--- src/rtl/dacrb_pkg.sv ---
package dacrb_pkg;
    localparam int NCH = 2;
    localparam int CW  = 12;
    localparam int CHW = (NCH > 1) ? $clog2(NCH) : 1;
    localparam int KSW = 3;

    typedef enum logic [1:0] {
        OP_NONE,
        OP_SETPT,
        OP_KPAR,
        OP_DIRECT
    } op_e;

    typedef struct packed {
        logic           valid;
        logic           illegal;
        op_e            op;
        logic [CHW-1:0] ch;
        logic [CW-1:0]  val;
    } cmd_t;

    typedef struct packed {
        logic           valid;
        logic [CHW-1:0] ch;
        logic [CW-1:0]  code;
    } res_t;

    function automatic logic [7:0] setpt_byte(input int c);
        return 8'(8'h40 + 2 * c);
    endfunction

    function automatic logic [7:0] kpar_byte(input int c);
        return 8'(8'h44 + 2 * c);
    endfunction

    function automatic logic [7:0] direct_byte(input int c);
        return 8'(8'h48 + 4 * c);
    endfunction

    function automatic logic k_selected(input logic [KSW-1:0] src);
        return (src == 3'b010) || (src[2] && (src != 3'b100));
    endfunction
endpackage

--- src/rtl/dacrb_decode.sv ---
module dacrb_decode
    import dacrb_pkg::*;
(
    input  logic        cmd_valid,
    input  logic [7:0]  cmd_byte,
    input  logic [15:0] cmd_data,
    output cmd_t        cmd
);
    always_comb begin
        cmd         = '0;
        cmd.valid   = cmd_valid;
        cmd.op      = OP_NONE;
        cmd.val     = cmd_data[CW-1:0];
        for (int c = 0; c < NCH; c++) begin
            if (cmd_byte == setpt_byte(c)) begin
                cmd.op = OP_SETPT;
                cmd.ch = CHW'(c);
            end else if (cmd_byte == kpar_byte(c)) begin
                cmd.op = OP_KPAR;
                cmd.ch = CHW'(c);
            end else if (cmd_byte == direct_byte(c)) begin
                cmd.op = OP_DIRECT;
                cmd.ch = CHW'(c);
            end
        end
        cmd.illegal = cmd_valid && (cmd.op == OP_NONE);
    end
endmodule

--- src/rtl/dacrb_calc_port.sv ---
module dacrb_calc_port
    import dacrb_pkg::*;
(
    input  logic                clk,
    input  logic                rst,
    input  cmd_t                cmd,
    input  logic [NCH*CW-1:0]   kpar_flat,
    input  logic [NCH*KSW-1:0]  ksrc,
    input  logic                res_valid,
    input  logic [CHW-1:0]      res_chan,
    input  logic [CW-1:0]       res_code,
    output logic                calc_req,
    output logic [CHW-1:0]      calc_chan,
    output logic [CW-1:0]       calc_operand,
    output res_t                res_q
);
    logic [CW-1:0]  kval;
    logic [KSW-1:0] src;

    always_comb begin
        kval = '0;
        src  = '0;
        for (int c = 0; c < NCH; c++) begin
            if (cmd.ch == CHW'(c)) begin
                kval = kpar_flat[c*CW +: CW];
                src  = ksrc[c*KSW +: KSW];
            end
        end
    end

    always_ff @(posedge clk) begin
        if (rst) begin
            calc_req     <= 1'b0;
            calc_chan    <= '0;
            calc_operand <= '0;
            res_q        <= '0;
        end else begin
            calc_req <= cmd.valid && (cmd.op == OP_SETPT);
            if (cmd.valid && (cmd.op == OP_SETPT)) begin
                calc_chan    <= cmd.ch;
                calc_operand <= k_selected(src) ? kval : cmd.val;
            end
            res_q.valid <= res_valid;
            res_q.ch    <= res_chan;
            res_q.code  <= res_code;
        end
    end


    req_single_chk: assert property (@(posedge clk) disable iff (rst)
        calc_req |=> !calc_req || $past(cmd.valid));


    res_stage_chk: assert property (@(posedge clk) disable iff (rst)
        res_valid |=> res_q.valid && (res_q.code == $past(res_code)));
endmodule

--- src/rtl/dacrb_chan.sv ---
module dacrb_chan
    import dacrb_pkg::*;
#(
    parameter int CH = 0
) (
    input  logic          clk,
    input  logic          rst,
    input  cmd_t          cmd,
    input  res_t          res_q,
    input  logic          load_mode,
    input  logic          load_strobe,
    output logic [CW-1:0] setpt,
    output logic [CW-1:0] kpar,
    output logic [CW-1:0] din,
    output logic [CW-1:0] dout
);
    logic mine, wr_sp, wr_k, wr_dir, apply, apply_out;

    assign mine      = cmd.valid && (cmd.ch == CHW'(CH));
    assign wr_sp     = mine && (cmd.op == OP_SETPT);
    assign wr_k      = mine && (cmd.op == OP_KPAR);
    assign wr_dir    = mine && (cmd.op == OP_DIRECT);
    assign apply     = res_q.valid && (res_q.ch == CHW'(CH)) && !wr_dir;
    assign apply_out = apply && load_mode;

    always_ff @(posedge clk) begin
        if (rst) begin
            setpt <= '0;
            kpar  <= '0;
            din   <= '0;
            dout  <= '0;
        end else begin
            if (wr_sp) setpt <= cmd.val;
            if (wr_k)  kpar  <= cmd.val;
            if (wr_dir)     din <= cmd.val;
            else if (apply) din <= res_q.code;
            if (apply_out)        dout <= res_q.code;
            else if (load_strobe) dout <= din;
        end
    end


    direct_load_chk: assert property (@(posedge clk) disable iff (rst)
        wr_dir |=> din == $past(cmd.val));


    strobe_copy_chk: assert property (@(posedge clk) disable iff (rst)
        (load_strobe && !apply_out) |=> dout == $past(din));


    illegal_quiet_chk: assert property (@(posedge clk) disable iff (rst)
        (cmd.illegal && !res_q.valid && !load_strobe) |=>
            $stable(setpt) && $stable(kpar) && $stable(din) && $stable(dout));


    reset_clear_chk: assert property (@(posedge clk)
        $past(rst) |-> (setpt == '0) && (din == '0) && (dout == '0));
endmodule

--- src/rtl/dac_regbank.sv ---
module dac_regbank
    import dacrb_pkg::*;
(
    input  logic                clk,
    input  logic                rst,
    input  logic                cmd_valid,
    input  logic [7:0]          cmd_byte,
    input  logic [15:0]         cmd_data,
    input  logic [NCH-1:0]      load_mode,
    input  logic [NCH*KSW-1:0]  ksrc,
    input  logic [NCH-1:0]      load_strobe,
    output logic                calc_req,
    output logic [CHW-1:0]      calc_chan,
    output logic [CW-1:0]       calc_operand,
    input  logic                res_valid,
    input  logic [CHW-1:0]      res_chan,
    input  logic [CW-1:0]       res_code,
    output logic [NCH*CW-1:0]   setpoint_q,
    output logic [NCH*CW-1:0]   kparam_q,
    output logic [NCH*CW-1:0]   dac_in_q,
    output logic [NCH*CW-1:0]   dac_out_q,
    output logic                illegal_cmd
);
    cmd_t cmd;
    res_t res_q;

    dacrb_decode u_dec (
        .cmd_valid (cmd_valid),
        .cmd_byte  (cmd_byte),
        .cmd_data  (cmd_data),
        .cmd       (cmd)
    );

    dacrb_calc_port u_calc (
        .clk          (clk),
        .rst          (rst),
        .cmd          (cmd),
        .kpar_flat    (kparam_q),
        .ksrc         (ksrc),
        .res_valid    (res_valid),
        .res_chan     (res_chan),
        .res_code     (res_code),
        .calc_req     (calc_req),
        .calc_chan    (calc_chan),
        .calc_operand (calc_operand),
        .res_q        (res_q)
    );

    for (genvar c = 0; c < NCH; c++) begin : g_ch
        logic [CW-1:0] sp_w, k_w, in_w, out_w;

        dacrb_chan #(.CH(c)) u_ch (
            .clk         (clk),
            .rst         (rst),
            .cmd         (cmd),
            .res_q       (res_q),
            .load_mode   (load_mode[c]),
            .load_strobe (load_strobe[c]),
            .setpt       (sp_w),
            .kpar        (k_w),
            .din         (in_w),
            .dout        (out_w)
        );

        assign setpoint_q[c*CW +: CW] = sp_w;
        assign kparam_q[c*CW +: CW]   = k_w;
        assign dac_in_q[c*CW +: CW]   = in_w;
        assign dac_out_q[c*CW +: CW]  = out_w;
    end

    always_ff @(posedge clk) begin
        if (rst) illegal_cmd <= 1'b0;
        else     illegal_cmd <= cmd.illegal;
    end


    illegal_src_chk: assert property (@(posedge clk) disable iff (rst)
        illegal_cmd |-> $past(cmd_valid) && !calc_req);


    req_src_chk: assert property (@(posedge clk) disable iff (rst)
        calc_req |-> $past(cmd_valid) && !illegal_cmd);
endmodule

--- config.mk ---
export PLATFORM = sky130hd
export DESIGN_NAME = dac_regbank
export DESIGN_NICKNAME = d
export VERILOG_FILES = /design/src/rtl/dacrb_pkg.sv /design/src/rtl/dacrb_decode.sv /design/src/rtl/dacrb_calc_port.sv /design/src/rtl/dacrb_chan.sv /design/src/rtl/dac_regbank.sv
export SDC_FILE = /design/constraint.sdc
export NUM_CORES = 1
export LEC_CHECK = 0
export ABC_AREA = 1
export BUFFER_PORTS_ARGS = -buffer_cell sky130_fd_sc_hd__buf_2
export CORE_MARGIN = 5
export CORE_UTILIZATION = 50
export CTS_CLUSTER_SIZE = 20
export DETAILED_ROUTE_END_ITERATION = 6
export PLACE_DENSITY_LB_ADDON = 0.12
export SKIP_LAST_GASP = 1
export SLEW_MARGIN = 20
export SYNTH_ARGS = -nofsm -noshare
export SYNTH_HDL_FRONTEND = slang
export SYNTH_HIERARCHICAL = 1
export SYNTH_SLANG_ARGS = --single-unit
--- constraint.sdc ---
create_clock -name clk -period 3.74 [get_ports clk]
set_input_delay 0.748 -clock clk [delete_from_list [all_inputs] [get_ports clk]]
set_output_delay 0.748 -clock clk [all_outputs]
set_load 0.005 [all_outputs]
Word-level counts from Yosys, hierarchy flattened
Index checks and enable logic that the tools add are counted.
W data, S select, Z words.
{ "totals": {"regBits": 125, "out_inout_bits": 111, "wordCells": 70} }
{ "classes": {"eq_ne": 11, "n_mux": 17, "n_bitwise": 2, "reduce_logical": 25} }
{ "ops": {"columns": ["op", "n"], "rows": [
  ["$mux W12", 10],
  ["$eq A8 B7 Y1 const B", 6],
  ["$mux W3", 7],
  ["$logic_and A1 B1 Y1", 17],
  ["$reduce_bool A2 Y1", 4],
  ["$eq A2 B2 Y1 const B", 2],
  ["$eq A3 B2 Y1 const B", 1],
  ["$ne A3 B3 Y1 const B", 1],
  ["$eq A2 B1 Y1 const B", 1],
  ["$logic_not A1 Y1", 2],
  ["$logic_not A2 Y1", 1],
  ["$not A1 Y1", 2],
  ["$logic_or A1 B1 Y1", 1]
]} }

Depth between registers and ports, before layout
Gate-level depths: netlist (run 1).
{ "logic_depth": {"word_depth": 14, "ltp_mapped": 15, "ltp_nobuf": 13} }

Cells and area by module
The synthesis (run 1) kept the hierarchy.
{ "by_module_without_submodules": {"columns": ["mod", "instances", "cells_each", "area_each_um2"], "rows": [
  ["dacrb_chan (g_ch[1].u_ch)", 1, 313, 2237.1],
  ["dacrb_chan (g_ch[0].u_ch)", 1, 315, 2184.6],
  ["dacrb_calc_port", 1, 201, 1270.0],
  ["dacrb_decode", 1, 37, 200.2],
  ["dac_regbank", 1, 3, 30.0]
]} }

Least setup slack after synthesis (run 1)
OpenSTA, ideal clock, no wires.
{ "synth_timing": {"path_kind": "input to register", "from": "input port cmd_byte[7]", "to": "register g_ch[1].u_ch.din[10]", "setup_time_ns": 0.109, "arrival_time_ns": 2.288, "required_time_ns": 3.631, "setup_slack_ns": 1.343, "stages": 14, "path_buffers": 2, "cell_sequence": "inv_1 > nand2_1 > nor2_2 > nand2_2 > o21ai_1 > nand2_1 > inv_2 > nand2_2 > buf_6 > buf_6 > nand3_1 > nand3_1 > nand2_1 > inv_1"} }
{ "synth_lines": {"columns": ["element", "line", "source"], "rows": [
  ["start, declared", "dac_regbank.sv:7", "input logic [7:0] cmd_byte,"],
  ["end signal, assigned", "dacrb_chan.sv:35", "if (wr_dir) din <= cmd.val;"],
  ["end signal, assigned", "dacrb_chan.sv:36", "else if (apply) din <= res_q.code;"],
  ["end, declared", "dacrb_chan.sv:14", "output logic [CW-1:0] din,"]
]} }

==> results of run 1 <==
==> layout make-up <==
type	instances	share of cell area [%]
Timing Repair Buffer	165	11.8
Sequential cell	125	35.0
Multi-Input combinational cell	578	36.7
Clock inverter	10	1.92
Clock buffer	21	6.57
Inverter	104	5.52
Tap cell	143	2.50
==> worst max-delay path: stages <==
cell and delay [ns]:
sky130_fd_sc_hd__buf_2 0.09, sky130_fd_sc_hd__inv_1 0.04, sky130_fd_sc_hd__nand2_1 0.05, sky130_fd_sc_hd__nor2_2 0.20, sky130_fd_sc_hd__nand2_2 0.11, sky130_fd_sc_hd__o21ai_1 0.33, sky130_fd_sc_hd__buf_4 0.27, sky130_fd_sc_hd__nand3_1 0.34
sky130_fd_sc_hd__nand2_1 0.44, sky130_fd_sc_hd__nand2_1 0.11, sky130_fd_sc_hd__nand3_1 0.12, sky130_fd_sc_hd__nand2_1 0.06, sky130_fd_sc_hd__inv_1 0.05
==> worst max-delay path by stage <==
stage | slack [ns] | cells after the start | to
after CTS | 1.16 | 13 | u_calc/calc_operand[6]$_SDFFE_PP0P_
after detailed placement | 0.75 | 14 | u_calc/calc_operand[5]$_SDFFE_PP0P_
after global placement | 0.79 | 13 | u_calc/calc_operand[5]$_SDFFE_PP0P_
after floorplan | 1.34 | 14 | g_ch[1].u_ch/din[10]$_SDFFE_PP0P_
after global routing | 0.75 | 13 | u_calc/calc_operand[6]$_SDFFE_PP0P_
final | 1.13 | 13 | u_calc/calc_operand[6]$_SDFFE_PP0P_
==> logic make-up after synthesis <==
kind of cell	Yosys count	synth area share, %
simple gates	502	37.2
buf+inv	166	13.4
flops	125	42.3
compound gates	76	7.23
==> metal layers <==
metal  wire length (um)  part of all wire, %  global-route usage [%]  up-vias
met5                  0                    0                       0        -
met4                582                  3.4                    11.6        0
met3               1180                  6.8                    5.92       47
met2               8330                   48                    41.0      220
met1               7210                   42                    29.8     2643
li1                   -                    -                       -     2951
==> power by group through the flow <==
stage	logic [mW]	clock network (mW)	registers [mW]
after floorplan	0.135	0	1.40
after global placement	0.199	0	1.41
after detailed placement	0.201	0	1.41
after CTS	0.202	1.71	1.38
after global routing	0.228	1.78	1.38
final	0.203	1.69	1.38
==> Yosys cell counts <==
library cell               count
sky130_fd_sc_hd__inv_2         9
sky130_fd_sc_hd__buf_6        10
sky130_fd_sc_hd__buf_1         2
sky130_fd_sc_hd__buf_2        19
sky130_fd_sc_hd__nor2_4        2
sky130_fd_sc_hd__nor3_2        2
sky130_fd_sc_hd__clkbuf_1     14
sky130_fd_sc_hd__nand4_1      20
sky130_fd_sc_hd__a21oi_1      12
sky130_fd_sc_hd__buf_4        17
sky130_fd_sc_hd__o21ai_1       5
sky130_fd_sc_hd__clkinv_4      1
sky130_fd_sc_hd__nand3_4       2
sky130_fd_sc_hd__nor2_8        1
sky130_fd_sc_hd__nand2_1     217
sky130_fd_sc_hd__nand2_2       5
sky130_fd_sc_hd__nand4_2       4
sky130_fd_sc_hd__nand3_1     102
sky130_fd_sc_hd__dfxtp_1     125
sky130_fd_sc_hd__nor2_1      140
sky130_fd_sc_hd__o21ai_0      46
sky130_fd_sc_hd__a211oi_1      1
sky130_fd_sc_hd__nor2_2        5
sky130_fd_sc_hd__nand3_2       1
sky130_fd_sc_hd__inv_1        94
sky130_fd_sc_hd__a21oi_2      12
sky130_fd_sc_hd__nor3_1        1
==> metrics by stage <==
step                      setup slack [ns]  utilization (%)
after floorplan                       1.34                -
after global placement               0.792             56.9
after detailed placement             0.745             56.9
after CTS                             1.16             62.2
after global routing                 0.752             62.2
final                                 1.13             62.2
==> flip-flops by register name (all words and copies together), names as in the netlist <==
| signal | cells |
|---|---|
| u_calc/calc_req | 1 |
| u_calc/res_q | 14 |
| u_calc/calc_chan | 1 |
| illegal_cmd | 1 |
| g_ch.u_ch/setpt | 24 |
| u_calc/calc_operand | 12 |
| g_ch.u_ch/kpar | 24 |
| g_ch.u_ch/din | 24 |
| g_ch.u_ch/dout | 24 |
==> results_tabular.tex, run 1 <==
\begin{tabular}{lr}
\hline
Metric & Value \\
\hline
\multicolumn{2}{l}{\textbf{Clocking}} \\
CTS buffer count & 17 \\
Clk slew on worst S/H paths & 0.05 ns \\
Num Clock Sinks & 125 \\
Clock tree from TritonCTS & built \\
Clock latency of the later-clocked register in the worst-skew pair & 0.41 ns \\
Deepest clock path buffer count & 2 \\
Number of hold buffers added after CTS & 0 \\
Cells resized by post-CTS repair & 0 \\
Root Buffer & sky130\_fd\_sc\_hd\_\_clkbuf\_16 \\
Buffer count from post-CTS setup fixing & 0 \\
H-tree lvl count & 4 \\
\multicolumn{2}{l}{\textbf{Power}} \\
Power density normalized to cell area & 456 nW/um\^{}2 \\
Share of power burned in registers & 42.2\% \\
Leak pwr & 3.83 nW \\
Switching fraction of total power & 22.9\% \\
Max VDD drop & 0.000360 V \\
PnR Total Power & 3.27 mW \\
Psw & 0.749 mW \\
Gate power share & 6.2\% \\
Cell internal pwr & 2.52 mW \\
Share of total power in the clock network & 51.6\% \\
\multicolumn{2}{l}{\textbf{Worst setup path}} \\
Critical path capture point type & register \\
Launch instance of the worst register-to-register path & u\_calc/res\_q[12]\$\_SDFF\_PP0\_ \\
Endpoint of the most critical register-to-register path & g\_ch[1].u\_ch/dout[4]\$\_SDFFE\_PP0P\_ \\
CP arrival & 2.97 ns \\
Setup crit start kind & input pin \\
Crit Path Class & input pin to register \\
Worst reg-to-reg setup slack & 1.64 ns \\
Required time worst endpoint & 4.10 ns \\
Worst setup path startpoint & cmd\_byte[7] \\
Worst R2R Path Depth & 5 \\
Maximum fanout along the worst path & 14 \\
\multicolumn{2}{l}{\textbf{Placement}} \\
Count of buffers inserted at the top-level ports & 157 \\
Dpl cell area & 6550 um\^{}2 \\
Global placement routability congestion & 0.868 \\
Placed Cells incl. Taps & 1115 \\
HPWL Detailed & 11.9 mm \\
\multicolumn{2}{l}{\textbf{Detailed routing}} \\
Post-route antenna net violation count & 0 \\
DR vias & 5861 \\
Via/cell ratio & 5.11 \\
Routed WL & 17.3 mm \\
Router iterations before antenna repair & 5 \\
Remaining DRCs & 0 \\
Drt initial violations & 388 \\
WL/cell & 15.1 um \\
\multicolumn{2}{l}{\textbf{Global routing}} \\
Total global routing overflow & 0 \\
Global-route wire length before repair & 27.6 mm \\
Pin count of the biggest net entering global routing & 41 \\
Total routing resource utilization after global routing & 24.5\% \\
Antenna violations before repair & 0 \\
Vias in the first global route & 5554 \\
\multicolumn{2}{l}{\textbf{Run status}} \\
Outcome & complete, no violations \\
\multicolumn{2}{l}{\textbf{STA}} \\
Max\_slew headroom & 31.6\% \\
Count of pins over their slew limit & 0 \\
Fraction of the cycle the final worst path needs & 69.7\% \\
Count of endpoints failing setup in the final report & 0 \\
Setup repair after global routing missed its margin & no \\
Accumulated negative setup slack & 0 ns \\
Achievable frequency & 383 MHz \\
Crit path time final & 2.61 ns \\
Final count of hold timing violations & 0 \\
Pin slew with the least headroom to its limit & 1.03 ns \\
Final Skew & 0.00729 ns \\
Hold Worst Slack & 0.472 ns \\
\multicolumn{2}{l}{\textbf{Yosys}} \\
Dominant cell type by area after synthesis & sky130\_fd\_sc\_hd\_\_dfxtp\_1 \\
Number of warnings printed during yosys synthesis & 6 \\
Total standard cell area after synthesis & 5920 um\^{}2 \\
Number of unique standard cell types used by synthesis & 27 \\
Top cells by area, synth & sky130\_fd\_sc\_hd\_\_dfxtp\_1 42\%, sky130\_fd\_sc\_hd\_\_nand2\_1 14\%, sky130\_fd\_sc\_hd\_\_nor2\_1 8.9\%, sky130\_fd\_sc\_hd\_\_nand3\_1 8.6\%, sky130\_fd\_sc\_hd\_\_inv\_1 6.0\% \\
Average cell area after synthesis & 6.81 um\^{}2 \\
Syn nets & 920 \\
Part of the Yosys area used for sequential elements & 42.3\% \\
Synth Instances & 869 \\
Seq cells post-synth & 125 \\
Fraction of synthesized cell area taken by the top area cell type & 42.3\% \\
\multicolumn{2}{l}{\textbf{Floorplanning}} \\
Die Span Y & 119 um \\
Die Span X & 119 um \\
Count of standard-cell rows & 39 \\
Area of the die & 14100 um\^{}2 \\
Effective utilization at floorplan & 51.4\% \\
Floorplan core area & 11500 um\^{}2 \\
IO Count & 162 \\
\multicolumn{2}{l}{\textbf{Cells and area}} \\
Number of nets in the final layout & 1042 \\
Most frequent cells in the layout & 217 x sky130\_fd\_sc\_hd\_\_nand2\_1, 157 x sky130\_fd\_sc\_hd\_\_buf\_2, 140 x sky130\_fd\_sc\_hd\_\_nor2\_1 \\
Share of final-layout standard cells stronger than drive strength 1 & 23.8\% \\
Commonest non-fill, non-tap cell in the layout & sky130\_fd\_sc\_hd\_\_nand2\_1 \\
Multi-input gate area & 2630 um\^{}2 \\
Area growth from synthesis to final layout & 20.9\% \\
Post-route design area & 7160 um\^{}2 \\
Area occupied by registers & 2500 um\^{}2 \\
Post-layout instance count excluding filler cells & 1146 \\
Fillcell total & 1145 \\
Diode count & 0 \\
\multicolumn{2}{l}{\textbf{Min path}} \\
Worst hold path cell count & 2 \\
Endpoint of the worst hold-timing path & g\_ch[1].u\_ch/setpt[2]\$\_SDFFE\_PP0P\_ \\
Hold Crit Start & g\_ch[1].u\_ch/setpt[2]\$\_SDFFE\_PP0P\_ \\
Type of the worst min-delay path & register to register \\
\multicolumn{2}{l}{\textbf{Flow run}} \\
Maximum capacitance violations & 0 \\
\hline
\end{tabular}
Note: power is estimated with default switching activity, not from simulation.
==> run 2, diff against run 1 <==
Settings changed: ABC_AREA 1 to 0, CORE_UTILIZATION 50 to 47.
Clock period 3.74 ns to 2.1 ns, I/O delays scaled along.
==> results_tabular.tex, run 2 <==
\begin{tabular}{lr}
\hline
Metric & Value \\
\hline
\multicolumn{2}{l}{\textbf{Detailed routing}} \\
DR vias & 5298 (was 5861) \\
WL/cell & 18.4 um (was 15.1 um) \\
Post-route antenna net violation count & 0 (unchanged) \\
Router iterations before antenna repair & 5 (unchanged) \\
Drt initial violations & 293 (was 388) \\
Routed WL & 17.3 mm (about the same) \\
Via/cell ratio & 5.64 (was 5.11) \\
Remaining DRCs & 0 (unchanged) \\
\multicolumn{2}{l}{\textbf{Cells and area}} \\
Fillcell total & 987 (was 1145) \\
Most frequent cells in the layout & 156 x sky130\_fd\_sc\_hd\_\_buf\_2, 145 x sky130\_fd\_sc\_hd\_\_nand2\_1, 125 x sky130\_fd\_sc\_hd\_\_dfxtp\_1 (was 217 x sky130\_fd\_sc\_hd\_\_nand2\_1, 157 x sky130\_fd\_sc\_hd\_\_buf\_2, 140 x sky130\_fd\_sc\_hd\_\_nor2\_1) \\
Commonest non-fill, non-tap cell in the layout & sky130\_fd\_sc\_hd\_\_buf\_2 (was sky130\_fd\_sc\_hd\_\_nand2\_1) \\
Share of the core filled with cells in the final layout & 64.1\% (was 62.2\%) \\
Diode count & 0 (unchanged) \\
Share of final-layout standard cells stronger than drive strength 1 & 34.4\% (was 23.8\%) \\
Number of nets in the final layout & 835 (was 1042) \\
Area growth from synthesis to final layout & 32.6\% (was 20.9\%) \\
\multicolumn{2}{l}{\textbf{Yosys}} \\
Number of synthesized flops with an enable pin & 0 (unchanged) \\
Area share of and/or/nand/nor cells after synthesis & 21.5\% (was 37.2\%) \\
Seq cells post-synth & 125 (unchanged) \\
Dominant combinational cell family by area after synthesis & simple AND/OR/NAND/NOR gates (unchanged) \\
Fraction of synthesized cell area taken by the top area cell type & 44.7\% (was 42.3\%) \\
Total standard cell area after synthesis & 5600 um\^{}2 (was 5920 um\^{}2) \\
Complex-gate fraction of the synthesized area & 20.2\% (was 7.23\%) \\
Parity-gate share of the synthesized area counting xor and xnor cells & 0\% (unchanged) \\
Most frequent cells after synthesis & 145 x sky130\_fd\_sc\_hd\_\_nand2\_1, 125 x sky130\_fd\_sc\_hd\_\_dfxtp\_1, 48 x sky130\_fd\_sc\_hd\_\_a21oi\_1 (was 217 x sky130\_fd\_sc\_hd\_\_nand2\_1, 140 x sky130\_fd\_sc\_hd\_\_nor2\_1, 125 x sky130\_fd\_sc\_hd\_\_dfxtp\_1) \\
Top cells by area, synth & sky130\_fd\_sc\_hd\_\_dfxtp\_1 45\%, sky130\_fd\_sc\_hd\_\_nand2\_1 9.7\%, sky130\_fd\_sc\_hd\_\_a311oi\_1 4.4\%, sky130\_fd\_sc\_hd\_\_a21oi\_1 4.3\%, sky130\_fd\_sc\_hd\_\_nor2b\_1 4.1\% (was sky130\_fd\_sc\_hd\_\_dfxtp\_1 42\%, sky130\_fd\_sc\_hd\_\_nand2\_1 14\%, sky130\_fd\_sc\_hd\_\_nor2\_1 8.9\%, sky130\_fd\_sc\_hd\_\_nand3\_1 8.6\%, sky130\_fd\_sc\_hd\_\_inv\_1 6.0\%) \\
Part of the Yosys area used for sequential elements & 44.7\% (was 42.3\%) \\
Post-synth top flop & sky130\_fd\_sc\_hd\_\_dfxtp\_1 (unchanged) \\
Dominant cell type by area after synthesis & sky130\_fd\_sc\_hd\_\_dfxtp\_1 (unchanged) \\
Average cell area after synthesis & 8.84 um\^{}2 (was 6.81 um\^{}2) \\
Number of unique standard cell types used by synthesis & 38 (was 27) \\
Most used standard cell by instance count after synthesis & sky130\_fd\_sc\_hd\_\_nand2\_1 (unchanged) \\
Share of flip-flops with an asynchronous set or reset after synthesis & 0\% (unchanged) \\
Arithmetic-cell share of the synthesized area counting full adders, half adders and majority gates & 0\% (unchanged) \\
Multiplexer area fraction after synthesis & 5.28\% (was 0\%) \\
Number of warnings printed during yosys synthesis & 6 (unchanged) \\
Synth Instances & 633 (was 869) \\
Syn nets & 684 (was 920) \\
\multicolumn{2}{l}{\textbf{STA}} \\
Pin slew with the least headroom to its limit & 0.490 ns (was 1.03 ns) \\
Final Skew & 0.00691 ns (was 0.00729 ns) \\
Final count of hold timing violations & 0 (unchanged) \\
Fraction of the cycle the final worst path needs & 98.2\% \\
Crit path time final & 2.06 ns \\
Count of pins over their slew limit & 0 (unchanged) \\
Max\_slew headroom & 67.4\% (was 31.6\%) \\
Achievable frequency & 485 MHz \\
Count of endpoints failing setup in the final report & 0 (unchanged) \\
Setup repair after global routing missed its margin & yes (was no) \\
\multicolumn{2}{l}{\textbf{Floorplanning}} \\
Count of standard-cell rows & 39 (unchanged) \\
IO Count & 162 (unchanged) \\
Area of the die & 14200 um\^{}2 (was 14100 um\^{}2) \\
Effective utilization at floorplan & 48.4\% (was 51.4\%) \\
Die Span X & 119 um (about the same) \\
Die Span Y & 119 um (about the same) \\
Floorplan core area & 11600 um\^{}2 (was 11500 um\^{}2) \\
\multicolumn{2}{l}{\textbf{Power}} \\
Max VDD drop & 0.000471 V (was 0.000360 V) \\
Leak pwr & 3.19 nW (was 3.83 nW) \\
Power density normalized to cell area & 783 nW/um\^{}2 (was 456 nW/um\^{}2) \\
PnR Total Power & 5.81 mW (was 3.27 mW) \\
\multicolumn{2}{l}{\textbf{Global routing}} \\
Global routing usage on met2 & 37.6\% (was 41.0\%) \\
Grt met1 use & 30.7\% (was 29.8\%) \\
Antenna violations before repair & 0 (unchanged) \\
Total global routing overflow & 0 (unchanged) \\
Gr busiest metal & met2 (unchanged) \\
Global-route wire length before repair & 26.7 mm (was 27.6 mm) \\
Pin count of the biggest net entering global routing & 62 (was 41) \\
GRT met3 Usage & 6.64\% (was 5.92\%) \\
Total routing resource utilization after global routing & 23.6\% (was 24.5\%) \\
Vias in the first global route & 5053 (was 5554) \\
\multicolumn{2}{l}{\textbf{Worst setup path}} \\
CP arrival & 2.38 ns (was 2.97 ns) \\
Cells along the critical path & buf\_2, or4\_4, a211oi\_4, nand4b\_1, buf\_4, buf\_4, clkbuf\_16, nor2\_1, a311oi\_1 (was buf\_2, inv\_1, nand2\_1, nor2\_2, nand2\_2, o21ai\_1, buf\_4, nand3\_1, nand2\_1, nand2\_1, nand3\_1, nand2\_1, inv\_1) \\
Crit Path Class & input pin to register (unchanged) \\
CP top delay family & simple AND/OR/NAND/NOR gates (unchanged) \\
Largest stage delay on the critical path & 0.60 ns (was 0.44 ns) \\
Required time worst endpoint & 2.42 ns (was 4.10 ns) \\
Critical path capture point type & register (unchanged) \\
Maximum fanout along the worst path & 23 (was 14) \\
Setup crit start kind & input pin (unchanged) \\
Most common cell on crit path & sky130\_fd\_sc\_hd\_\_buf\_4 (was sky130\_fd\_sc\_hd\_\_nand2\_1) \\
Cell with the largest stage delay on the worst path & sky130\_fd\_sc\_hd\_\_or4\_4 (was sky130\_fd\_sc\_hd\_\_nand2\_1) \\
Buffers \& Inverters on Critical Path & 4 (unchanged) \\
\multicolumn{2}{l}{\textbf{Placement}} \\
HPWL Detailed & 11.6 mm (was 11.9 mm) \\
Count of buffers inserted at the top-level ports & 157 (unchanged) \\
Global placement routability congestion & 0.831 (was 0.868) \\
\multicolumn{2}{l}{\textbf{Clocking}} \\
Clock tree from TritonCTS & built (unchanged) \\
Number of hold buffers added after CTS & 0 (unchanged) \\
Clk slew on worst S/H paths & 0.05 ns (about the same) \\
Clock latency of the later-clocked register in the worst-skew pair & 0.42 ns (was 0.41 ns) \\
Deepest clock path buffer count & 2 (unchanged) \\
H-tree lvl count & 4 (unchanged) \\
CTS buffer count & 17 (unchanged) \\
Num Clock Sinks & 125 (unchanged) \\
Root Buffer & sky130\_fd\_sc\_hd\_\_clkbuf\_16 (unchanged) \\
\multicolumn{2}{l}{\textbf{Min path}} \\
Type of the worst min-delay path & input pin to register (was register to register) \\
\multicolumn{2}{l}{\textbf{Flow run}} \\
Maximum capacitance violations & 0 (unchanged) \\
\multicolumn{2}{l}{\textbf{Run status}} \\
Outcome & complete, no violations (unchanged) \\
\hline
\end{tabular}
## run 2: cell types whose count changed after synthesis, sizes merged, moves of 23 or more
cell,before,now
a21oi,24,48
a221oi,0,24
a311oi,0,36
inv,103,25
nand2,222,145
nand3,105,0
nand4,24,1
nor2,148,26
nor2b,0,38
o21ai,51,0
o22ai,0,24
## run 2: cell type report
cell class / count / area (um^2) / area share [%]
multi-input combinational: 421 / 2800 / 37.7
timing repair buffer: 194 / 1240 / 16.7
inverter: 25 / 93.8 / 1.26
clock inverter: 7 / 110 / 1.48
tap: 143 / 179 / 2.41
sequential: 125 / 2500 / 33.7
clock buffer: 24 / 492 / 6.63
## run 2: worst reg2reg max path, stage by stage, from the launching register on
cell and delay (ns):
sky130_fd_sc_hd__dfxtp_1 0.41, sky130_fd_sc_hd__and3b_1 0.18, sky130_fd_sc_hd__buf_4 0.34, sky130_fd_sc_hd__a221oi_2 0.13, sky130_fd_sc_hd__a311oi_2 0.26
## run 2: per-layer routing
metal / up-vias / routed length, um
li1: 2513 / -
met1: 2519 / 7360
met2: 235 / 8230
met3: 31 / 1410
met4: 0 / 301
met5: - / 0
## run 2: where the power goes
part / switching, mW / total [mW] / internal (mW)
sequential: 0.0426 / 2.46 / 2.42
combinational: 0.220 / 0.370 / 0.151
clock: 1.00 / 2.98 / 1.98
total: 1.27 / 5.81 / 4.54
## run 2: final timing paths
check / startpoint / end / slack, ns / cells after the start
setup / recovery: cmd_byte[7] / g_ch[0].u_ch/din[4]$_SDFFE_PP0P_ / 0.04 / 9
hold / removal: res_code[10] / u_calc/res_q[10]$_SDFF_PP0_ / 0.21 / 2
setup reg to reg: u_calc/res_q[13]$_SDFF_PP0_ / g_ch[0].u_ch/dout[8]$_SDFFE_PP0P_ / 0.70 / 4
hold reg to reg: g_ch[0].u_ch/setpt[1]$_SDFFE_PP0P_ / g_ch[0].u_ch/setpt[1]$_SDFFE_PP0P_ / 0.45 / 2
## run 2: timing repair
item,CTS,global route
endpoints found under the setup margin,0,13
resized for setup,0,1
endpoints found under the hold margin,0,0
setup buffers,0,2
## run 2: logic make-up after synthesis
| family | count (synthesis) |
|---|---|
| and+or+nand+nor | 246 |
| AOI/OAI and AO/OA | 147 |
| DFF | 125 |
| buffers and inverters | 87 |
| muxes | 28 |
## run 2: stage by stage
step | setup slack, ns | hold WS (ns) | area, um^2 | std cells | TNS [ns]
2_1_floorplan | -0.226 | 0.453 | 5800 | 633 | -5.29
3_3_place_gp | -0.322 | 0.442 | 6750 | 904 | -23.96
3_5_place_dp | -0.377 | 0.446 | 6750 | 904 | -29.18
4_1_cts | 0.0573 | 0.202 | 7350 | 935 | 0
5_1_grt | -0.0224 | 0.216 | 7420 | 939 | -0.106
6_report | 0.0378 | 0.215 | 7420 | 939 | 0
==> run 3, diff against run 2 <==
Settings changed: CORE_MARGIN 5 to 3.
==> results_tabular.tex, run 3 (synthesized netlist as in run 2, its figures left out) <==
\begin{tabular}{lr}
\hline
Metric & Value \\
\hline
\multicolumn{2}{l}{\textbf{Run status}} \\
Outcome & complete, no violations (unchanged) \\
\multicolumn{2}{l}{\textbf{Detailed routing}} \\
Remaining DRCs & 0 (unchanged) \\
Router iterations before antenna repair & 7 (was 5) \\
Routed WL & 17.3 mm (about the same) \\
Via/cell ratio & 5.63 (was 5.64) \\
DR vias & 5312 (was 5298) \\
WL/cell & 18.3 um (was 18.4 um) \\
Post-route antenna net violation count & 0 (unchanged) \\
Drt initial violations & 384 (was 293) \\
\multicolumn{2}{l}{\textbf{Clocking}} \\
Number of hold buffers added after CTS & 0 (unchanged) \\
Deepest clock path buffer count & 2 (unchanged) \\
Clk slew on worst S/H paths & 0.06 ns (was 0.05 ns) \\
CTS buffer count & 17 (unchanged) \\
H-tree lvl count & 4 (unchanged) \\
Clock latency of the later-clocked register in the worst-skew pair & 0.41 ns (was 0.42 ns) \\
Num Clock Sinks & 125 (unchanged) \\
Root Buffer & sky130\_fd\_sc\_hd\_\_clkbuf\_16 (unchanged) \\
Clock tree from TritonCTS & built (unchanged) \\
\multicolumn{2}{l}{\textbf{STA}} \\
Accumulated negative setup slack & 0 ns (unchanged) \\
Pin slew with the least headroom to its limit & 0.597 ns (was 0.490 ns) \\
Setup repair after global routing missed its margin & yes (unchanged) \\
Final count of hold timing violations & 0 (unchanged) \\
Count of endpoints failing setup in the final report & 0 (unchanged) \\
Crit path time final & 2.05 ns (was 2.06 ns) \\
Count of pins over their slew limit & 0 (unchanged) \\
Fraction of the cycle the final worst path needs & 97.7\% (was 98.2\%) \\
Final worst slack & 0.0477 ns (was 0.0378 ns) \\
Final Skew & 0.00818 ns (was 0.00691 ns) \\
Achievable frequency & 487 MHz (was 485 MHz) \\
Max\_slew headroom & 60.2\% (was 67.4\%) \\
Hold Worst Slack & 0.220 ns (was 0.215 ns) \\
\multicolumn{2}{l}{\textbf{Worst setup path}} \\
Launch instance of the worst register-to-register path & u\_calc/res\_q[13]\$\_SDFF\_PP0\_ (unchanged) \\
Worst R2R Path Depth & 4 (unchanged) \\
CP arrival & 2.36 ns (was 2.38 ns) \\
Cells along the critical path & buf\_2, or4\_4, a211oi\_4, buf\_6, nand4b\_1, buf\_6, clkbuf\_16, nor2\_1, a311oi\_1 (was buf\_2, or4\_4, a211oi\_4, nand4b\_1, buf\_4, buf\_4, clkbuf\_16, nor2\_1, a311oi\_1) \\
Setup crit start kind & input pin (unchanged) \\
CP top delay family & simple AND/OR/NAND/NOR gates (unchanged) \\
Maximum fanout along the worst path & 11 (was 23) \\
Cell with the largest stage delay on the worst path & sky130\_fd\_sc\_hd\_\_or4\_4 (unchanged) \\
Buffers \& Inverters on Critical Path & 4 (unchanged) \\
Critical path capture point type & register (unchanged) \\
Crit Path Class & input pin to register (unchanged) \\
Endpoint of the most critical register-to-register path & g\_ch[0].u\_ch/din[6]\$\_SDFFE\_PP0P\_ (was g\_ch[0].u\_ch/dout[8]\$\_SDFFE\_PP0P\_) \\
Most common cell on crit path & sky130\_fd\_sc\_hd\_\_buf\_6 (was sky130\_fd\_sc\_hd\_\_buf\_4) \\
Largest stage delay on the critical path & 0.59 ns (was 0.60 ns) \\
Required time worst endpoint & 2.40 ns (was 2.42 ns) \\
Worst reg-to-reg setup slack & 0.60 ns (was 0.70 ns) \\
\multicolumn{2}{l}{\textbf{Global routing}} \\
Total routing resource utilization after global routing & 25.6\% (was 23.6\%) \\
Antenna violations before repair & 0 (unchanged) \\
Vias in the first global route & 4933 (was 5053) \\
Total global routing overflow & 0 (unchanged) \\
Global-route wire length before repair & 26.3 mm (was 26.7 mm) \\
Pin count of the biggest net entering global routing & 54 (was 62) \\
\multicolumn{2}{l}{\textbf{Min path}} \\
Type of the worst min-delay path & input pin to register (unchanged) \\
Endpoint of the worst hold-timing path & u\_calc/res\_q[1]\$\_SDFF\_PP0\_ (was u\_calc/res\_q[10]\$\_SDFF\_PP0\_) \\
Hold Crit Start & res\_code[1] (was res\_code[10]) \\
Worst hold path cell count & 2 (unchanged) \\
\multicolumn{2}{l}{\textbf{Floorplanning}} \\
Count of standard-cell rows & 39 (unchanged) \\
Effective utilization at floorplan & 48.6\% (was 48.4\%) \\
Die Span X & 115 um (was 119 um) \\
IO Count & 162 (unchanged) \\
Die Span Y & 115 um (was 119 um) \\
Floorplan core area & 11500 um\^{}2 (was 11600 um\^{}2) \\
Area of the die & 13300 um\^{}2 (was 14200 um\^{}2) \\
\multicolumn{2}{l}{\textbf{Cells and area}} \\
Share of the core filled with cells in the final layout & 65.1\% (was 64.1\%) \\
Area growth from synthesis to final layout & 34.0\% (was 32.6\%) \\
Most frequent cells in the layout & 156 x sky130\_fd\_sc\_hd\_\_buf\_2, 145 x sky130\_fd\_sc\_hd\_\_nand2\_1, 125 x sky130\_fd\_sc\_hd\_\_dfxtp\_1 (unchanged) \\
Post-layout instance count excluding filler cells & 944 (was 939) \\
Diode count & 0 (unchanged) \\
Commonest non-fill, non-tap cell in the layout & sky130\_fd\_sc\_hd\_\_buf\_2 (unchanged) \\
Number of nets in the final layout & 839 (was 835) \\
Share of final-layout standard cells stronger than drive strength 1 & 35.3\% (was 34.4\%) \\
\multicolumn{2}{l}{\textbf{Placement}} \\
Placed Cells incl. Taps & 905 (was 904) \\
HPWL Detailed & 11.4 mm (was 11.6 mm) \\
Worst setup timing slack at the placement stage & -0.393 ns (was -0.377 ns) \\
Global placement routability congestion & 0.847 (was 0.831) \\
Count of buffers inserted at the top-level ports & 157 (unchanged) \\
\multicolumn{2}{l}{\textbf{Power}} \\
Leak pwr & 3.22 nW (was 3.19 nW) \\
Power density normalized to cell area & 807 nW/um\^{}2 (was 783 nW/um\^{}2) \\
Max VDD drop & 0.000501 V (was 0.000471 V) \\
\multicolumn{2}{l}{\textbf{Flow run}} \\
Maximum capacitance violations & 0 (unchanged) \\
\hline
\end{tabular}
==> run 3: cell count changes in the layout (fill, tap and decap cells not counted) <==
cell                         previous run  this run
sky130_fd_sc_hd__buf_6                  1         5
sky130_fd_sc_hd__clkinv_4               0         4
sky130_fd_sc_hd__clkbuf_1               3         0
sky130_fd_sc_hd__clkbuf_8               4         1
sky130_fd_sc_hd__clkinvlp_4             0         3
sky130_fd_sc_hd__buf_12                11         9
sky130_fd_sc_hd__buf_4                 24        26
sky130_fd_sc_hd__bufinv_16              3         5
sky130_fd_sc_hd__clkinv_2               4         2
sky130_fd_sc_hd__a311oi_1              28        27
sky130_fd_sc_hd__a311oi_2               8         9
==> run 3: worst max path at each step <==
stage / from / cells past startpoint / to
floorplan: cmd_byte[7] / 6 / u_calc/calc_operand[0]$_SDFFE_PP0P_
global placement: cmd_byte[7] / 8 / g_ch[0].u_ch/dout[3]$_SDFFE_PP0P_
detailed placement: cmd_byte[7] / 8 / u_calc/calc_operand[6]$_SDFFE_PP0P_
CTS: cmd_byte[7] / 8 / g_ch[0].u_ch/din[0]$_SDFFE_PP0P_
global route: cmd_byte[5] / 9 / g_ch[0].u_ch/dout[11]$_SDFFE_PP0P_
finish: cmd_byte[5] / 9 / g_ch[0].u_ch/din[6]$_SDFFE_PP0P_
==> run 3: final cells by class <==
class                      count  area [um^2]
fill                         975         4020
multi-input combinational    421         2810
sequential                   125         2500
timing repair buffer         198         1260
clock buffer                  18          439
clock inverter                14          218
tap                          143          179
inverter                      25         93.8
==> run 3: layer usage <==
| metal | up-vias | GRT usage (%) | routed length [um] |
|---|---|---|---|
| met4 | 0 | 8.37 | 194 |
| met1 | 2533 | 36.2 | 7440 |
| li1 | 2519 | - | - |
| met2 | 243 | 39.0 | 8170 |
| met5 | - | 0 | 0 |
| met3 | 17 | 5.26 | 1480 |
==> run 3: where the power goes <==
| part | total, mW | internal, mW | leakage, nW | switching (mW) |
|---|---|---|---|---|
| logic | 0.368 | 0.147 | 1.90 | 0.221 |
| clock network | 3.22 | 2.14 | 0.312 | 1.09 |
| registers | 2.46 | 2.42 | 1.01 | 0.0425 |
| total | 6.05 | 4.70 | 3.22 | 1.35 |
==> run 3: stage by stage <==
step | power (mW) | cell area (um^2)
floorplan | 2.73 | 5800
global placement | 2.86 | 6730
detailed placement | 2.87 | 6730
CTS | 6.08 | 7390
global route | 6.22 | 7500
finish | 6.05 | 7500
==> run 3: timing repair <==
item                                    in CTS  in global routing
resized for setup                            0                  5
endpoints found under the setup margin       0                 22
setup buffers                                0                  4
